===== config.mk =====
export PLATFORM = sky130hd
export DESIGN_NAME = spi_ctl
export DESIGN_NICKNAME = d
export VERILOG_FILES = /design/src/rtl/spi_ctl_pkg.sv /design/src/rtl/spi_sync.sv /design/src/rtl/spi_rate_gen.sv /design/src/rtl/spi_bit_engine.sv /design/src/rtl/spi_ctl.sv
export SDC_FILE = /design/constraint.sdc
export NUM_CORES = 1
export LEC_CHECK = 0
export BUFFER_PORTS_ARGS = -buffer_cell sky130_fd_sc_hd__buf_2
export CAP_MARGIN = 20
export CORE_MARGIN = 5
export CORE_UTILIZATION = 55
export CTS_BUF_LIST = sky130_fd_sc_hd__clkbuf_8
export DETAILED_ROUTE_END_ITERATION = 16
export HOLD_SLACK_MARGIN = 0.1
export PLACE_DENSITY = 0.76
export SKIP_CTS_REPAIR_TIMING = 1
export SLEW_MARGIN = 20
export SYNTH_ARGS = -nofsm -noshare
export SYNTH_HDL_FRONTEND = slang
export SYNTH_SLANG_ARGS = --single-unit

===== constraint.sdc =====
create_clock -name clk -period 2.5 [get_ports clk]
set_input_delay 0.5 -clock clk [delete_from_list [all_inputs] [get_ports clk]]
set_output_delay 0.5 -clock clk [all_outputs]
set_load 0.02 [all_outputs]

===== src/rtl/spi_ctl_pkg.sv =====
package spi_ctl_pkg;
  localparam int DATA_W = 8;
  localparam int ADDR_W = 2;
  localparam int RATE_W = 3;

  localparam logic [ADDR_W-1:0] ADR_CTRL = 2'd0;
  localparam logic [ADDR_W-1:0] ADR_STAT = 2'd1;
  localparam logic [ADDR_W-1:0] ADR_DATA = 2'd2;

  // Control register layout, MSB first.
  typedef struct packed {
    logic              spare;
    logic              sel_off;
    logic              master;
    logic              cpol;
    logic              cpha;
    logic [RATE_W-1:0] rate;
  } ctrl_t;
endpackage


===== src/rtl/spi_sync.sv =====
module spi_sync #(
  parameter int   STAGES  = 2,
  parameter logic RST_VAL = 1'b0
) (
  input  logic clk,
  input  logic rst_n,
  input  logic d,
  output logic q
);
  logic [STAGES-1:0] pipe;

  always_ff @(posedge clk or negedge rst_n) begin
    if (!rst_n) pipe <= {STAGES{RST_VAL}};
    else        pipe <= {pipe[STAGES-2:0], d};
  end

  assign q = pipe[STAGES-1];
endmodule


===== src/rtl/spi_rate_gen.sv =====
module spi_rate_gen #(
  parameter int RATE_W  = 3,
  parameter int MAX_EXP = 6
) (
  input  logic              clk,
  input  logic              rst_n,
  input  logic              run,
  input  logic [RATE_W-1:0] rate,
  output logic              tick
);
  localparam int CNT_W = (MAX_EXP > 0) ? MAX_EXP : 1;

  logic [RATE_W-1:0] eff;
  logic [CNT_W:0]    half;
  logic [CNT_W-1:0]  cnt;

  // Codes above the largest exponent saturate at it.
  assign eff  = (rate > RATE_W'(MAX_EXP)) ? RATE_W'(MAX_EXP) : rate;
  assign half = (CNT_W+1)'(1) << eff;
  assign tick = run && ((CNT_W+1)'(cnt) == (half - (CNT_W+1)'(1)));

  always_ff @(posedge clk or negedge rst_n) begin
    if (!rst_n)      cnt <= '0;
    else if (!run)   cnt <= '0;
    else if (tick)   cnt <= '0;
    else             cnt <= cnt + CNT_W'(1);
  end


  tick_gap_chk: assert property (@(posedge clk) disable iff (!rst_n)
    (rate != '0 && tick) |=> !tick);
endmodule


===== src/rtl/spi_bit_engine.sv =====
module spi_bit_engine #(
  parameter int DATA_W = 8
) (
  input  logic              clk,
  input  logic              rst_n,
  input  logic              load,
  input  logic [DATA_W-1:0] load_data,
  input  logic              restart,
  input  logic              preload,
  input  logic              sample,
  input  logic              launch,
  input  logic              din,
  output logic              out_bit,
  output logic              at_start,
  output logic              byte_done,
  output logic [DATA_W-1:0] word
);
  localparam int CNT_W = (DATA_W > 2) ? $clog2(DATA_W) : 1;
  localparam logic [CNT_W-1:0] LAST = CNT_W'(DATA_W - 1);

  logic [DATA_W-1:0] sh;
  logic [CNT_W-1:0]  cnt;
  logic              out_q;
  logic              done_q;

  always_ff @(posedge clk or negedge rst_n) begin
    if (!rst_n) begin
      sh     <= '0;
      cnt    <= '0;
      out_q  <= 1'b0;
      done_q <= 1'b0;
    end else begin
      done_q <= 1'b0;
      if (load) begin
        sh    <= load_data;
        cnt   <= '0;
        out_q <= load_data[DATA_W-1];
      end else if (restart) begin
        cnt <= '0;
        if (preload) out_q <= sh[DATA_W-1];
      end else begin
        if (launch)                   out_q <= sh[DATA_W-1];
        else if (preload && cnt == '0) out_q <= sh[DATA_W-1];
        if (sample) begin
          sh <= {sh[DATA_W-2:0], din};
          if (cnt == LAST) begin
            cnt    <= '0;
            done_q <= 1'b1;
          end else begin
            cnt <= cnt + CNT_W'(1);
          end
        end
      end
    end
  end

  assign out_bit   = out_q;
  assign at_start  = (cnt == '0);
  assign byte_done = done_q;
  assign word      = sh;


  phase_excl_chk: assert property (@(posedge clk) disable iff (!rst_n)
    $onehot0({sample, launch}));
endmodule


===== src/rtl/spi_ctl.sv =====
module spi_ctl
  import spi_ctl_pkg::*;
#(
  parameter int MAX_EXP     = 6,
  parameter int SYNC_STAGES = 2
) (
  input  logic              clk,
  input  logic              rst_n,
  input  logic              reg_wr,
  input  logic              reg_rd,
  input  logic [ADDR_W-1:0] reg_addr,
  input  logic [DATA_W-1:0] reg_wdata,
  output logic [DATA_W-1:0] reg_rdata,
  output logic              sck_o,
  output logic              sck_oe,
  input  logic              sck_i,
  output logic              mosi_o,
  output logic              mosi_oe,
  input  logic              mosi_i,
  output logic              miso_o,
  output logic              miso_oe,
  input  logic              miso_i,
  input  logic              ss_n_i
);
  localparam int EDGES  = 2 * DATA_W;
  localparam int EDGE_W = $clog2(EDGES);
  localparam logic [EDGE_W-1:0] LAST_EDGE = EDGE_W'(EDGES - 1);

  ctrl_t             ctrl_q;
  logic              flag_q, armed_q;
  logic [DATA_W-1:0] rx_q;

  logic              data_wr, data_acc, stat_rd;
  logic              m_busy, sck_q, tick, start, m_leading;
  logic [EDGE_W-1:0] edge_idx;

  logic              sck_s, mosi_s, ss_s, sck_prev;
  logic              s_edge, s_leading, sel, slave_act;

  logic              eng_load, eng_restart, eng_sample, eng_launch, eng_din;
  logic              out_bit, at_start, byte_done;
  logic [DATA_W-1:0] word;

  // ---------------- register access ----------------
  assign data_wr  = reg_wr && (reg_addr == ADR_DATA);
  assign data_acc = (reg_wr || reg_rd) && (reg_addr == ADR_DATA);
  assign stat_rd  = reg_rd && (reg_addr == ADR_STAT);

  always_ff @(posedge clk or negedge rst_n) begin
    if (!rst_n) ctrl_q <= '0;
    else if (reg_wr && reg_addr == ADR_CTRL) ctrl_q <= ctrl_t'(reg_wdata);
  end

  always_ff @(posedge clk or negedge rst_n) begin
    if (!rst_n) begin
      flag_q  <= 1'b0;
      armed_q <= 1'b0;
      rx_q    <= '0;
    end else if (byte_done) begin
      flag_q  <= 1'b1;
      armed_q <= 1'b0;
      rx_q    <= word;
    end else if (stat_rd && flag_q) begin
      armed_q <= 1'b1;
    end else if (armed_q && data_acc) begin
      flag_q  <= 1'b0;
      armed_q <= 1'b0;
    end
  end

  always_comb begin
    case (reg_addr)
      ADR_CTRL: reg_rdata = ctrl_q;
      ADR_STAT: reg_rdata = {flag_q, {(DATA_W-1){1'b0}}};
      ADR_DATA: reg_rdata = rx_q;
      default:  reg_rdata = '0;
    endcase
  end

  // ---------------- master sequencer ----------------
  spi_rate_gen #(.RATE_W(RATE_W), .MAX_EXP(MAX_EXP)) u_rate (
    .clk  (clk),
    .rst_n(rst_n),
    .run  (m_busy),
    .rate (ctrl_q.rate),
    .tick (tick)
  );

  assign start     = data_wr && ctrl_q.master && !m_busy;
  assign m_leading = ~edge_idx[0];

  always_ff @(posedge clk or negedge rst_n) begin
    if (!rst_n) begin
      m_busy   <= 1'b0;
      edge_idx <= '0;
      sck_q    <= 1'b0;
    end else if (m_busy) begin
      if (tick) begin
        sck_q <= ~sck_q;
        if (edge_idx == LAST_EDGE) begin
          m_busy   <= 1'b0;
          edge_idx <= '0;
        end else begin
          edge_idx <= edge_idx + EDGE_W'(1);
        end
      end
    end else begin
      sck_q <= ctrl_q.cpol;
      if (start) begin
        m_busy   <= 1'b1;
        edge_idx <= '0;
      end
    end
  end

  // ---------------- slave front end ----------------
  spi_sync #(.STAGES(SYNC_STAGES), .RST_VAL(1'b0)) u_sync_sck (
    .clk(clk), .rst_n(rst_n), .d(sck_i), .q(sck_s));
  spi_sync #(.STAGES(SYNC_STAGES), .RST_VAL(1'b0)) u_sync_mosi (
    .clk(clk), .rst_n(rst_n), .d(mosi_i), .q(mosi_s));
  spi_sync #(.STAGES(SYNC_STAGES), .RST_VAL(1'b1)) u_sync_ss (
    .clk(clk), .rst_n(rst_n), .d(ss_n_i), .q(ss_s));

  always_ff @(posedge clk or negedge rst_n) begin
    if (!rst_n) sck_prev <= 1'b0;
    else        sck_prev <= sck_s;
  end

  assign s_edge    = sck_s ^ sck_prev;
  assign s_leading = sck_s ^ ctrl_q.cpol;
  // Select may be bypassed only when phase is 1.
  assign sel       = (ctrl_q.sel_off && ctrl_q.cpha) || !ss_s;
  assign slave_act = !ctrl_q.master && sel;

  // ---------------- shared shift path ----------------
  always_comb begin
    if (ctrl_q.master) begin
      eng_sample = m_busy && tick && (m_leading ^ ctrl_q.cpha);
      eng_launch = m_busy && tick && !(m_leading ^ ctrl_q.cpha);
      eng_din    = miso_i;
      eng_load   = data_wr && !m_busy;
    end else begin
      eng_sample = slave_act && s_edge && (s_leading ^ ctrl_q.cpha);
      eng_launch = slave_act && s_edge && !(s_leading ^ ctrl_q.cpha);
      eng_din    = mosi_s;
      eng_load   = data_wr && at_start;
    end
  end
  assign eng_restart = !ctrl_q.master && !sel;

  spi_bit_engine #(.DATA_W(DATA_W)) u_eng (
    .clk      (clk),
    .rst_n    (rst_n),
    .load     (eng_load),
    .load_data(reg_wdata),
    .restart  (eng_restart),
    .preload  (!ctrl_q.cpha),
    .sample   (eng_sample),
    .launch   (eng_launch),
    .din      (eng_din),
    .out_bit  (out_bit),
    .at_start (at_start),
    .byte_done(byte_done),
    .word     (word)
  );

  assign sck_o   = sck_q;
  assign sck_oe  = ctrl_q.master;
  assign mosi_o  = out_bit;
  assign mosi_oe = ctrl_q.master;
  assign miso_o  = out_bit;
  assign miso_oe = slave_act;


  sck_idle_chk: assert property (@(posedge clk) disable iff (!rst_n)
    (ctrl_q.master && !m_busy && $past(!m_busy) && $stable(ctrl_q)) |-> (sck_o == ctrl_q.cpol));


  flag_src_chk: assert property (@(posedge clk) disable iff (!rst_n)
    $rose(flag_q) |-> $past(byte_done));


  desel_quiet_chk: assert property (@(posedge clk) disable iff (!rst_n)
    eng_restart |=> !byte_done);
endmodule


# --- Yosys cells after proc, flatten, opt, wreduce, memory -nomap -nowiden ---
# Index checks and enable logic that the tools add are counted.
op_classes:
  addsub: 4
  n_mul: 0
  div: 0
  n_lt_le_gt_ge: 1
  eq_ne: 9
  shifts: 1
  muxes: 39
  n_bitwise: 6
  reduce_logical: 42
op_table:
  columns: ["operator", "count"]
  rows:
  - ["2-to-1 mux 1 bit", 24]
  - ["2-to-1 mux 8 bit", 3]
  - ["case mux 8 bit (3 select lines)", 1]
  - ["logical AND 1 bit", 21]
  - ["2-to-1 mux 4 bit", 4]
  - ["2-to-1 mux 3 bit", 5]
  - ["2-to-1 mux 6 bit", 2]
  - ["AND reduction 2 bit", 4]
  - ["== test 6 x 7 -> 1 bit", 1]
  - ["logical NOT 1 bit", 7]
  - ["<< shifter 1 x 3 -> 7 bit, first input constant", 1]
  - ["subtractor 7 x 1 -> 7 bit, second input constant", 1]
  - ["adder 6 x 1 -> 6 bit, second input constant", 1]
  - ["nonzero test 2 bit", 3]
  - ["nonzero test 3 bit", 2]
  - ["adder 4 x 1 -> 4 bit, second input constant", 1]
  - ["== test 4 bit, second input constant", 1]
  - ["!= test 2 x 1 -> 1 bit, second input constant", 2]
  - ["nonzero test 4 bit", 1]
  - ["XOR 1 bit", 4]
  - ["adder 3 x 1 -> 3 bit, second input constant", 1]
  - ["== test 3 bit, second input constant", 1]
  - ["greater-than comparator 3 bit, second input constant", 1]
  - ["logical NOT 3 bit", 1]
  - ["other kinds (7)", 9]
totals:
  ff_bits: 50
  latchBits: 0
  ramBits: 0
  rom_bits: 0
  input_bits: 18
  output_inout_bits: 14
  elab_cells: 123
  mem_count: 0

# --- Longest topological paths before layout ---
logic_depth:
  word_depth: 12
  depth_mapped: 8
  mapped_depth_nobuf: 8

# --- Modules after synthesis ---
# Synthesis repeated with hierarchy kept, for this count alone.
unflattened:
  hier_cells: 230
  hier_area_um2: 2538.7
by_module_without_submodules:
  columns: ["mod", "n_inst", "cells_per_inst", "area_each_um2", "seq_area_each_um2"]
  rows:
  - ["spi_ctl", 1, 117, 1306.3, 625.6]
  - ["spi_bit_engine", 1, 62, 669.4, 325.3]
  - ["spi_rate_gen", 1, 45, 410.4, 150.1]
  - ["spi_sync at u_sync_mosi ...", 2, 2, 50.0, 50.0]
  - ["spi_sync at u_sync_ss", 1, 2, 52.6, 52.6]

# --- Worst setup path before layout ---
# Ideal clock, no wire load.
synth_timing:
  path_type: "input port to output port"
  from: "input port reg_addr[1]"
  to: "output port reg_rdata[7]"
  arrival_time_ns: 1.308
  required_time_ns: 2.000
  slack_ns: 0.692
  path_stages: 3
  path_buffers: 1
  path_cell_list: "buf_2 mux2i_1 o21ai_0"
synth_between:
  elab_chain_cells: 2
  word_cells_on_any_way: 4
  cone_classes: "eq/ne: 2; mux: 1; reduce/logical: 1"
synth_rtl:
  columns: ["item", "line", "rtl"]
  rows:
  - ["from (decl)", "spi_ctl.sv:11", "input logic [ADDR_W-1:0] reg_addr,"]
  - ["== test 2 bit (tied with other cells)", "spi_ctl.sv:72", "case (reg_addr)"]
  - ["case mux 8 bit (3 select lines) *", "spi_ctl.sv:72", null]
  - ["to (decl)", "spi_ctl.sv:13", "output logic [DATA_W-1:0] reg_rdata,"]
# Mark *: on every way between the ends. The rest lies on a longest branch, timed or not.

# --- Worst setup path after layout ---
layout_timing:
  from: "register ctrl_q[2] in the netlist's numbering"
  to: "register u_eng.sh[0], in the netlist u_eng.word[0]"
layout_between:
  elab_chain_cells: 11
layout_rtl:
  columns: ["item", "line", "rtl"]
  rows:
  - ["from (decl)", "spi_ctl.sv:29", "ctrl_t ctrl_q;"]
  - ["from (signal assigned)", "spi_ctl.sv:51", "else if (reg_wr && reg_addr == ADR_CTRL) ctrl_q <= ctrl_t'(reg_wdata);"]
  - ["greater-than comparator 3 bit", "spi_rate_gen.sv:18", "assign eff = (rate > RATE_W'(MAX_EXP)) ? RATE_W'(MAX_EXP) : rate;"]
  - ["2-to-1 mux 3 bit *", "spi_rate_gen.sv:18", null]
  - ["<< shifter 1 x 3 -> 7 bit *", "spi_rate_gen.sv:19", "assign half = (CNT_W+1)'(1) << eff;"]
  - ["subtractor 7 x 1 -> 7 bit *", "spi_rate_gen.sv:20", "assign tick = run && ((CNT_W+1)'(cnt) == (half - (CNT_W+1)'(1)));"]
  - ["== test 6 x 7 -> 1 bit *", "spi_rate_gen.sv:20", null]
  - ["logical AND 1 bit *", "spi_rate_gen.sv:20", null]
  - ["logical AND 1 bit * (2 in a row)", "spi_ctl.sv:138", "eng_sample = m_busy && tick && (m_leading ^ ctrl_q.cpha);"]
  - ["2-to-1 mux 1 bit *", "spi_ctl.sv:137", "if (ctrl_q.master) begin"]
  - ["nonzero test 2 bit (no source line) *", null, null]
  - ["AND reduction 2 bit (no source line) *", null, null]
  - ["to (signal assigned)", "spi_bit_engine.sv:35", "sh <= load_data;"]
  - ["to (signal assigned)", "spi_bit_engine.sv:45", "sh <= {sh[DATA_W-2:0], din};"]
  - ["to (decl)", "spi_bit_engine.sv:21", "logic [DATA_W-1:0] sh;"]
# Marks and branches as above.
# A chain may end at the register's enable or synchronous reset.

==> impl_metrics.csv <==
group,metric,value,unit
run_status,outcome,"finished clean",
layout,fin_nets,300,
detailed_routing,first_pass_detailed_route_iteration_total,4,
timing,fin_crit,2.02,ns
detailed_routing,post_detailed_route_drc_marker_count,0,
yosys,synth_top_area_cell,"sky130_fd_sc_hd__dfrtp_1",
yosys,proportion_of_synthesized_chip_area_in_sequential_cells,48.1,%
die,floorplan.initialDensity,55.9,%
global_route,grt_start_max_net_pins,40,
global_route,top_usage_layer,"met2",
placed_design,gp_congestion,0.795,
clocking,path_clk_slew,0.09,ns
placed_design,quantity_of_i_o_buffers_inserted_on_ports,31,
critical_path,crit_required,2.70,ns
clocking,cts_made_buffers,5,
detailed_routing,drt_iter0_drc,109,
timing,fin_skew,0.0113,ns
layout,syn_to_final_growth,10.6,%
layout,most_common_library_cell_in_the_layout_ignoring_fill_and_taps,"sky130_fd_sc_hd__dfrtp_1",
global_route,antenna_violations_before_repair,0,
yosys,synth_async_sr_flop_share,100,%
yosys,synthesis.area_per_instance,10.5,sq um
yosys,synth.top_cell.area_share,46.1,%
min_path,holdCritPathClass,"in -> async",
global_route,number_of_global_route_vias_before_repair,2047,
critical_path,crit_path_start_kind,"flip-flop",
clocking,ctsRootBufferMaster,"sky130_fd_sc_hd__clkbuf_8",
yosys,number_of_unique_standard_cell_types_used_by_synthesis,58,
yosys,post_synthesis_cell_count,249,
detailed_routing,totalWireLength,5.42,mm
global_route,grt_use_met1,26.9,%
timing,timing.slew.headroom,45.2,%
timing,grt_setup_unrepaired,"no",
timing,setup_total_negative_slack,0,ns
timing,report.final.setup_viol,0,
pwr,total_leakage_power,1.34,nW
global_route,globalRoute.totalOverflow,0,
detailed_routing,post_drt_via_cell_ratio,5.79,
clocking,clk-insertion-delay-late,0.31,ns
pwr,vdd.ir_drop.worst,0.363,mV
timing,fmax,496,MHz
layout,drive_above_1_share,27.0,%
critical_path,timing_worst_setup_path_type,"reg -> reg",
clocking,clock_tree.htree_level_count,2,
timing,tightestPinTransition,0.823,ns
yosys,synth_top_flop_cell,"sky130_fd_sc_hd__dfrtp_1",
yosys,netlist_top_cells_area,"sky130_fd_sc_hd__dfrtp_1 (46%), sky130_fd_sc_hd__mux2_2 (6.5%), sky130_fd_sc_hd__nor2_1 (4.3%)",
die,die_h,78.8,um
timing,finalCritPeriodShare,80.6,%
placed_design,post-dp-hpwl,3.90,mm
global_route,grt.total_usage,20.0,%
yosys,post_synth_instance_area,2600,sq um
die,design.portCount,32,
clocking,tritoncts_clock_tree,"yes",
layout,layout.cells.most_common_list,"sky130_fd_sc_hd__dfrtp_1 (48), sky130_fd_sc_hd__buf_2 (31), sky130_fd_sc_hd__nor2_1 (30), sky130_fd_sc_hd__mux2_2 (15), sky130_fd_sc_hd__nand2_1 (13)",
global_route,grt_first_pass_wirelength,9.82,mm
clocking,cts.sink_count,50,
critical_path,critical_path.max_fanout,9,
die,core_area,4660,sq um
layout,antenna_cells_inserted,0,
die,floorplan.die.width,78.8,um
global_route,met3_usage,4.20,%
critical_path,cp.arrival,2.21,ns
detailed_routing,vias,1923,
pwr,power_density,904,nW/um^2
job,max_cap_viol_count,0,
yosys,warnings_synthesis,0,
global_route,global_route.usage.met2,32.0,%
yosys,syn_nets,272,
yosys,synth-edff-count,0,
clocking,max-clock-path-buffers,2,
critical_path,critPathCaptureType,"flip-flop",
detailed_routing,avgRoutedWirePerCell,16.3,um
timing,drv_slew,0,
detailed_routing,ant_nets,0,
die,die_area,6210,sq um
yosys,postSynthRegisterBits,50,
timing,worst_hold_slack,0.279,ns
die,rows,25,
timing,final_hold_viol_count,0,
==> per-layer routing <==
| metal | up-vias | wire length (um) |
|---|---|---|
| li1 | 943 | - |
| met1 | 915 | 2430 |
| met2 | 56 | 2610 |
| met3 | 9 | 292 |
| met4 | 0 | 90 |
| met5 | - | 0 |
==> sequential cells by signal, summed over array words and instances (netlist names), 2 cells and up <==
signal            count
u_rate.cnt            6
edge_idx              4
u_eng.cnt             3
ctrl_q                7
u_sync_ss.pipe        2
u_sync_sck.pipe       2
rx_q                  8
u_eng.word            8
u_sync_mosi.pipe      2
==> metrics by stage <==
stage | instance area [sq um] | setup WS, ns | util [%] | total power [mW] | std cells
after floorplan | 2600 | 0.692 | - | 1.90 | 249
after global placement | 2790 | 0.563 | 59.8 | 2.09 | 324
after detailed placement | 2790 | 0.510 | 59.8 | 2.13 | 324
after CTS | 2880 | 0.483 | 61.8 | 2.62 | 332
after global routing | 2880 | 0.303 | 61.8 | 2.80 | 332
final | 2880 | 0.484 | 61.8 | 2.60 | 332
==> layout make-up <==
| class | instances | area (sq um) |
|---|---|---|
| repair buffers | 36 | 193 |
| multi-input cells | 176 | 1240 |
| flip-flops and latches | 50 | 1250 |
| inverters | 8 | 30.0 |
| well taps | 54 | 67.6 |
| fillers | 400 | 1780 |
| clock buffers | 6 | 82.6 |
| clock inverters | 2 | 12.5 |
==> where the power goes <==
group          total, mW  internal, mW  switching (mW)
sequential          1.26          1.01           0.254
clock              0.490         0.223           0.268
combinational      0.849         0.390           0.458
total               2.60          1.62           0.980
==> Yosys cell counts (all sizes together) (3+ instances only) <==
cell type,number
nor2,30
nor3,4
a21oi,12
mux2,16
clkbuf,6
xnor2,5
nor2b,5
ha,5
a31oi,7
nand2,14
buf,9
dfrtp,48
nand2b,3
o2111ai,3
mux2i,8
o21ai,19
o211ai,3
nand3,9
inv,8
nor3b,5
xor2,3
==> cell families (layout without fill, tap and decap cells) <==
family / after synthesis / after routing / synth area share, %
buf+inv: 23 / 52 / 4.18
fa+ha+maj: 5 / 5 / 2.40
flops: 50 / 50 / 48.1
xor+xnor: 8 / 8 / 2.69
simple gates: 78 / 78 / 16.0
compound gates: 61 / 61 / 16.6
mux: 24 / 24 / 10.0
==> worst max-delay path, stage by stage (launching register included) <==
cell and delay, ns:
sky130_fd_sc_hd__dfrtp_1 0.50, sky130_fd_sc_hd__nor3_4 0.21, sky130_fd_sc_hd__nor3b_4 0.32, sky130_fd_sc_hd__o2111ai_2 0.39
sky130_fd_sc_hd__a221oi_2 0.38, sky130_fd_sc_hd__o21ai_1 0.10
==> final timing paths <==
path                                          from                  to  slack [ns]  cells after the start
worst min-delay path                         rst_n             mosi_oe        0.28                      1
min in group clk                            ss_n_i   u_sync_ss.pipe[0]        0.28                      1
worst min register to register  u_sync_sck.pipe[0]  u_sync_sck.pipe[1]        0.35                      0
max in group asynchronous                    rst_n             rx_q[7]        1.56                      2
worst max register to register           ctrl_q[2]       u_eng.word[0]        0.48                      5
worst max-delay path                     ctrl_q[2]       u_eng.word[0]        0.48                      5
(Power assumes the default switching activity.)
